**config.mk**
```make
export PLATFORM = sky130hd
export DESIGN_NAME = paged_pc_unit
export DESIGN_NICKNAME = d
export VERILOG_FILES = /design/src/rtl/paged_pc_pkg.sv /design/src/rtl/paged_pc_target.sv /design/src/rtl/paged_pc_skip.sv /design/src/rtl/paged_pc_unit.sv
export SDC_FILE = /design/constraint.sdc
export NUM_CORES = 1
export LEC_CHECK = 0
export ABC_AREA = 0
export BUFFER_PORTS_ARGS = -buffer_cell sky130_fd_sc_hd__buf_2
export CAP_MARGIN = 5
export CORE_UTILIZATION = 45
export DETAILED_ROUTE_END_ITERATION = 10
export GPL_ROUTABILITY_DRIVEN = 1
export PLACE_DENSITY = 0.75
export SYNTH_ARGS = -nofsm -noshare
export SYNTH_HDL_FRONTEND = slang
export SYNTH_HIERARCHICAL = 1
export SYNTH_SLANG_ARGS = --single-unit
```
**constraint.sdc**
```tcl
create_clock -name clk -period 4.2 [get_ports clk]
set_input_delay 0.84 -clock clk [delete_from_list [all_inputs] [get_ports clk]]
set_output_delay 0.84 -clock clk [all_outputs]
set_load 0.005 [all_outputs]
```
**src/rtl/paged_pc_pkg.sv**
```systemverilog
package paged_pc_pkg;

    typedef enum logic [2:0] {
        XF_SEQ    = 3'd0,
        XF_LONG   = 3'd1,
        XF_PAGE   = 3'd2,
        XF_REL    = 3'd3,
        XF_TABLE  = 3'd4,
        XF_TRAP   = 3'd5,
        XF_RET    = 3'd6,
        XF_RETSK  = 3'd7
    } xfer_e;

    localparam int unsigned DEF_PC_W   = 15;
    localparam int unsigned DEF_PAGE_W = 12;
    localparam int unsigned DEF_TBL_W  = 8;
    localparam int unsigned DEF_REL_W  = 5;
    localparam int unsigned BYTE_W     = 8;

endpackage

```
**src/rtl/paged_pc_target.sv**
```systemverilog
module paged_pc_target
    import paged_pc_pkg::*;
#(
    parameter int unsigned PC_W    = DEF_PC_W,
    parameter int unsigned PAGE_W  = DEF_PAGE_W,
    parameter int unsigned TBL_W   = DEF_TBL_W,
    parameter int unsigned REL_W   = DEF_REL_W,
    parameter logic [PC_W-1:0] TRAP_VEC = PC_W'(16'h00FF)
) (
    input  xfer_e             xfer,
    input  logic [1:0]        len,
    input  logic [PC_W-1:0]   pc,
    input  logic [BYTE_W-1:0] opcode,
    input  logic [BYTE_W-1:0] opnd_a,
    input  logic [BYTE_W-1:0] opnd_b,
    input  logic [BYTE_W-1:0] acc,
    input  logic [BYTE_W-1:0] rom_byte,
    input  logic [PC_W-1:0]   ret_pc,
    output logic [PC_W-1:0]   seq_pc,
    output logic [PC_W-1:0]   jump_pc,
    output logic [PC_W-1:0]   tbl_addr
);
    localparam int unsigned DIR_W  = BYTE_W - REL_W;
    localparam logic [PC_W-1:0] BACK_SPAN = PC_W'(1 << REL_W);

    logic [REL_W-1:0] rel_off;
    logic [DIR_W-1:0] rel_dir;
    logic [PC_W-1:0]  long_tgt;
    logic [PC_W-1:0]  page_tgt;
    logic [PC_W-1:0]  fwd_tgt;
    logic [PC_W-1:0]  bwd_tgt;
    logic [PC_W-1:0]  tbl_tgt;

    assign rel_off  = opcode[REL_W-1:0];
    assign rel_dir  = opcode[BYTE_W-1:REL_W];

    assign seq_pc   = pc + PC_W'(len);
    assign long_tgt = PC_W'({opnd_a, opnd_b});
    assign page_tgt = {pc[PC_W-1:PAGE_W], PAGE_W'({opcode, opnd_a})};
    assign fwd_tgt  = pc + PC_W'(rel_off);
    assign bwd_tgt  = pc - BACK_SPAN + PC_W'(rel_off);
    assign tbl_addr = {pc[PC_W-1:TBL_W], acc[TBL_W-1:0]};
    assign tbl_tgt  = {pc[PC_W-1:TBL_W], rom_byte[TBL_W-1:0]};

    always_comb begin
        jump_pc = seq_pc;
        unique case (xfer)
            XF_SEQ:   jump_pc = seq_pc;
            XF_LONG:  jump_pc = long_tgt;
            XF_PAGE:  jump_pc = page_tgt;
            XF_REL: begin
                if (rel_dir == '0 && rel_off != '0) begin
                    jump_pc = fwd_tgt;
                end else if (rel_dir == '1) begin
                    jump_pc = bwd_tgt;
                end else begin
                    jump_pc = seq_pc;
                end
            end
            XF_TABLE: jump_pc = tbl_tgt;
            XF_TRAP:  jump_pc = TRAP_VEC;
            XF_RET:   jump_pc = ret_pc;
            XF_RETSK: jump_pc = ret_pc;
            default:  jump_pc = seq_pc;
        endcase
    end

endmodule

```
**src/rtl/paged_pc_skip.sv**
```systemverilog
module paged_pc_skip
    import paged_pc_pkg::*;
(
    input  logic  step,
    input  logic  pending,
    input  logic  prefix,
    input  logic  skip_req,
    input  xfer_e xfer,
    output logic  suppress,
    output logic  pending_nx
);
    always_comb begin
        suppress   = step && pending;
        pending_nx = pending;
        if (step) begin
            if (pending) begin
                // a suppressed prefix hands the skip to the instruction it modifies
                pending_nx = prefix;
            end else begin
                pending_nx = skip_req || (xfer == XF_RETSK);
            end
        end
    end

endmodule

```
**src/rtl/paged_pc_unit.sv**
```systemverilog
module paged_pc_unit
    import paged_pc_pkg::*;
#(
    parameter int unsigned PC_W   = DEF_PC_W,
    parameter int unsigned PAGE_W = DEF_PAGE_W,
    parameter int unsigned TBL_W  = DEF_TBL_W,
    parameter int unsigned REL_W  = DEF_REL_W
) (
    input  logic              clk,
    input  logic              rst_n,
    input  logic              step_i,
    input  logic [2:0]        xfer_i,
    input  logic [1:0]        len_i,
    input  logic [PC_W-1:0]   pc_i,
    input  logic [7:0]        opcode_i,
    input  logic [7:0]        opnd_a_i,
    input  logic [7:0]        opnd_b_i,
    input  logic [7:0]        acc_i,
    input  logic [7:0]        rom_byte_i,
    input  logic [PC_W-1:0]   ret_pc_i,
    input  logic              skip_req_i,
    input  logic              prefix_i,
    output logic [PC_W-1:0]   tbl_addr_o,
    output logic [PC_W-1:0]   pc_next_o,
    output logic              skip_pend_o
);
    typedef struct packed {
        logic [PC_W-1:0] pc;
        logic            skip;
    } unit_state_t;

    unit_state_t st_d, st_q;
    xfer_e           xfer;
    logic [PC_W-1:0] seq_pc;
    logic [PC_W-1:0] jump_pc;
    logic            suppress;
    logic            skip_nx;

    assign xfer = xfer_e'(xfer_i);

    paged_pc_target #(
        .PC_W   (PC_W),
        .PAGE_W (PAGE_W),
        .TBL_W  (TBL_W),
        .REL_W  (REL_W)
    ) u_target (
        .xfer     (xfer),
        .len      (len_i),
        .pc       (pc_i),
        .opcode   (opcode_i),
        .opnd_a   (opnd_a_i),
        .opnd_b   (opnd_b_i),
        .acc      (acc_i),
        .rom_byte (rom_byte_i),
        .ret_pc   (ret_pc_i),
        .seq_pc   (seq_pc),
        .jump_pc  (jump_pc),
        .tbl_addr (tbl_addr_o)
    );

    paged_pc_skip u_skip (
        .step       (step_i),
        .pending    (st_q.skip),
        .prefix     (prefix_i),
        .skip_req   (skip_req_i),
        .xfer       (xfer),
        .suppress   (suppress),
        .pending_nx (skip_nx)
    );

    always_comb begin
        st_d      = st_q;
        st_d.skip = skip_nx;
        if (step_i) begin
            st_d.pc = suppress ? seq_pc : jump_pc;
        end
    end

    always_ff @(posedge clk) begin
        if (!rst_n) begin
            st_q <= '0;
        end else begin
            st_q <= st_d;
        end
    end

    assign pc_next_o   = st_q.pc;
    assign skip_pend_o = st_q.skip;

endmodule

```
==> summary.md <==
| Metric | Value |
|---|---|
| Status | finished with violations |
| Failing checks | DRC |
| DRT Pass-1 Iters | 8 |
| Crit-path max cell delay | 420 ps |
| Worst-Skew Late Latency | 260 ps |
| EDFF count, synth | 0 |
| Routed Antenna Nets | 0 |
| Worst Hold Path Cells | 2 |
| Hold_ws | 528 ps |
| TritonCTS Buffers | 3 |
| Crit-path cells | buf_2, ha_1, fa_1, a211o_2, a21oi_1, buf_4, nor3b_1, a221o_1, a221o_1, o221a_2, mux2i_1, a21oi_1 |
| H-tree Lvls | 1 |
| Initial antenna violation count | 0 |
| Max_cap viols | 0 |
| Worst vdd ir | 0.141 mV |
| YS warnings | 6 |
| Hold_buf cts | 0 |
| Area of the multi-input gates | 2020 µm² |
| Largest family of logic cells by synthesized area | compound AO/OA/AOI/OAI gates |
| Tightest Pin Transition | 898 ps |
| Synth Area in XOR/XNOR | 6.41% |
| Sinks on Clock Net | 16 |
| DR vias/cell | 6.32 |
| Critical path fanouts, max | 13 |
| Simple-gate portion of the synthesized area | 20.6% |
| DRT iter0 DRCs | 346 |
| Critical-path top delay cell | fa_1 |
| Nets | 531 |
| Largest net degree at the start of global routing | 34 |
| GRT overflow | 0 |
| Hold Path End | pc_next_o[1] |
| Post-Synth Adder-Cell Area | 5.04% |
| Bufs and invs on worst path | 2 |
| First-pass GRT wire length | 13800 µm |
| Crit Reg-Reg Endpoint | pc_next_o[7] |
| Fin. max-slew vios | 0 |
| Number of setup buffers added after CTS | 0 |
| RSZ-0062 raised after global routing | false |
| Final setup vio count | 0 |
| Dpl hpwl | 6680 µm |
| Critical Path RT | 4320 ps |
| Post-CTS Resized | 0 |
| R2R cell count | 3 |
| Layout cell share with drive strength beyond 1 | 26.5% |
| Top post-synthesis cells by area | dfxtp_1, o21ai_0, a21oi_1, mux2i_1, buf_4 |
| Via count | 3259 |
| Maximum buffer depth of the clock tree | 2 |
| Core area | 5890 µm² |
| Setup crit end kind | flip-flop |
| Synth cell types | 63 |
| Net Count, Synth | 476 |
| Initial core utilization | 46.4% |
| Area Growth Syn to Fin | 12.0% |
| Reg area | 320 µm² |
| Synthesized cell area | 2730 µm² |
| Post-Layout Cell Count | 516 |
| Die area | 6390 µm² |
| Delay-heaviest family, CP | compound AO/OA/AOI/OAI gates |
| FMAX | 311 MHz |
| Die Width | 79.9 µm |
| CTS tree | done |
| Hold path startpoint | pc_next_o[1] |
| Final Cycle Share | 76.6% |
| Register area share after synthesis | 11.7% |
| Detailed-route wire length | 8890 µm |
| CTS clk-pin slew, worst paths | 70 ps |
| Compound-cell area share of the yosys netlist | 35.3% |
| Worst EP arrival | 3330 ps |
| FF-to-FF setup slack | 2900 ps |
| Top-count cell post-synth | o21ai_0 |
| Ant diodes | 0 |
| Clock Skew | 5.26 ps |
| Async S/R FF share, synth | 0% |
| Crit start category | input pin |
| Die Span Y | 79.9 µm |
| Final-report hold violation count | 0 |
| Most instantiated cells after synthesis | o21ai_0, a21oi_1, nand2_1 |
| Yosys top cell by area | dfxtp_1 |
| Post-synthesis cell count | 387 |
| Post-Route Setup TNS | 0 ps |
| WL per Instance | 17.2 µm |
| Yosys top cell area share | 11.7% |
| Vias in the first global route | 2901 |
| FF-to-FF Start | skip_pend_o |
| Fillers | 589 |
| I/O Buffers | 94 |
| #FFs+latches synth | 16 |
| Top FF cell, synth | dfxtp_1 |
| Clk Tree Root Cell | clkbuf_8 |
| Syn Area/Cell | 7.06 µm² |
| Slew HR | 39.9% |
| Crit path kind | input pin to flip-flop |
| Placer Congestion | 0.946 |
| Pwr Density | 198 nW/µm² |
| Worst hold path type | flip-flop to flip-flop |
| Post-synthesis mux area share | 6.68% |
| Tmin final | 3220 ps |
| Leakage power | 1.29 nW |
| Number of remaining DRC errors | 1 |
| Ports | 111 |
| Levels on crit path | 12 |
| Total GRT Usage | 27.5% |
| Cells after DPL | 512 |
| # rows | 28 |
state kept, by name (all words and copies together) (netlist names):
| register | flops |
|---|---|
| pc_next_o | 15 |
| skip_pend_o | 1 |
tightest hold or removal path, cell delays in order (launching register included):
cell and delay, ps:
dfxtp_1 320, o21ai_0 70, a21oi_1 100
power by group:
part	switching (mW)	internal, mW	leakage, nW
sequential	0.00696	0.165	0.133
clock	0.0574	0.0833	0.0288
combinational	0.169	0.125	1.13
total	0.233	0.373	1.29
placed cells by master (no fill, tap or decap), types with 6 or more instances in the layout:
| cell | n |
|---|---|
| a21oi_1 | 40 |
| a221oi_1 | 10 |
| buf_2 | 94 |
| dfxtp_1 | 16 |
| ha_1 | 7 |
| inv_1 | 19 |
| mux2i_1 | 16 |
| nand2_1 | 25 |
| nand2b_1 | 6 |
| nand3_1 | 14 |
| nor2_1 | 23 |
| nor3_1 | 8 |
| o21a_1 | 8 |
| o21ai_0 | 41 |
| o22ai_1 | 7 |
| xnor2_1 | 12 |
| xor2_1 | 8 |
cell type report:
cell class | instances | area share, %
multi-input cells | 304 | 66.0
repair buffers | 98 | 16.3
flip-flops and latches | 16 | 10.5
well taps | 75 | 3.06
inverters | 19 | 2.33
clock buffers | 4 | 1.80
per-stage QoR:
stage	power, mW	worst slack, ps	util, %	area, µm²
final	0.606	984	52.0	3060
after global routing	0.642	823	52.0	3060
after floorplan	0.375	1000	-	2730
after detailed placement	0.463	750	51.1	3010
after CTS	0.601	1000	52.0	3060
after global placement	0.458	802	51.1	3010
kinds of logic after synthesis:
| group | count (synthesis) |
|---|---|
| buffers and inverters | 67 |
| adder cells (fa/ha/maj) | 10 |
| AO/OA/AOI/OAI | 150 |
| AND/OR/NAND/NOR | 106 |
| flip-flops | 16 |
| XOR/XNOR | 20 |
| multiplexers | 18 |
worst max path at each step:
| stage | startpoint | to |
|---|---|---|
| after global placement | pc_i[0] | pc_next_o[14] |
| after CTS | pc_i[0] | pc_next_o[14] |
| after floorplan | pc_i[0] | pc_next_o[6] |
| after global routing | pc_i[0] | pc_next_o[14] |
| after detailed placement | pc_i[0] | pc_next_o[14] |
| final | pc_i[0] | pc_next_o[14] |
per-layer routing:
layer / global-route usage, % / part of all wire [%]
met1: 34.8 / 42
met2: 47.9 / 48
met3: 2.74 / 6.6
met4: 10.4 / 3.0
met5: 0 / 0
(Power assumes the default switching activity.)
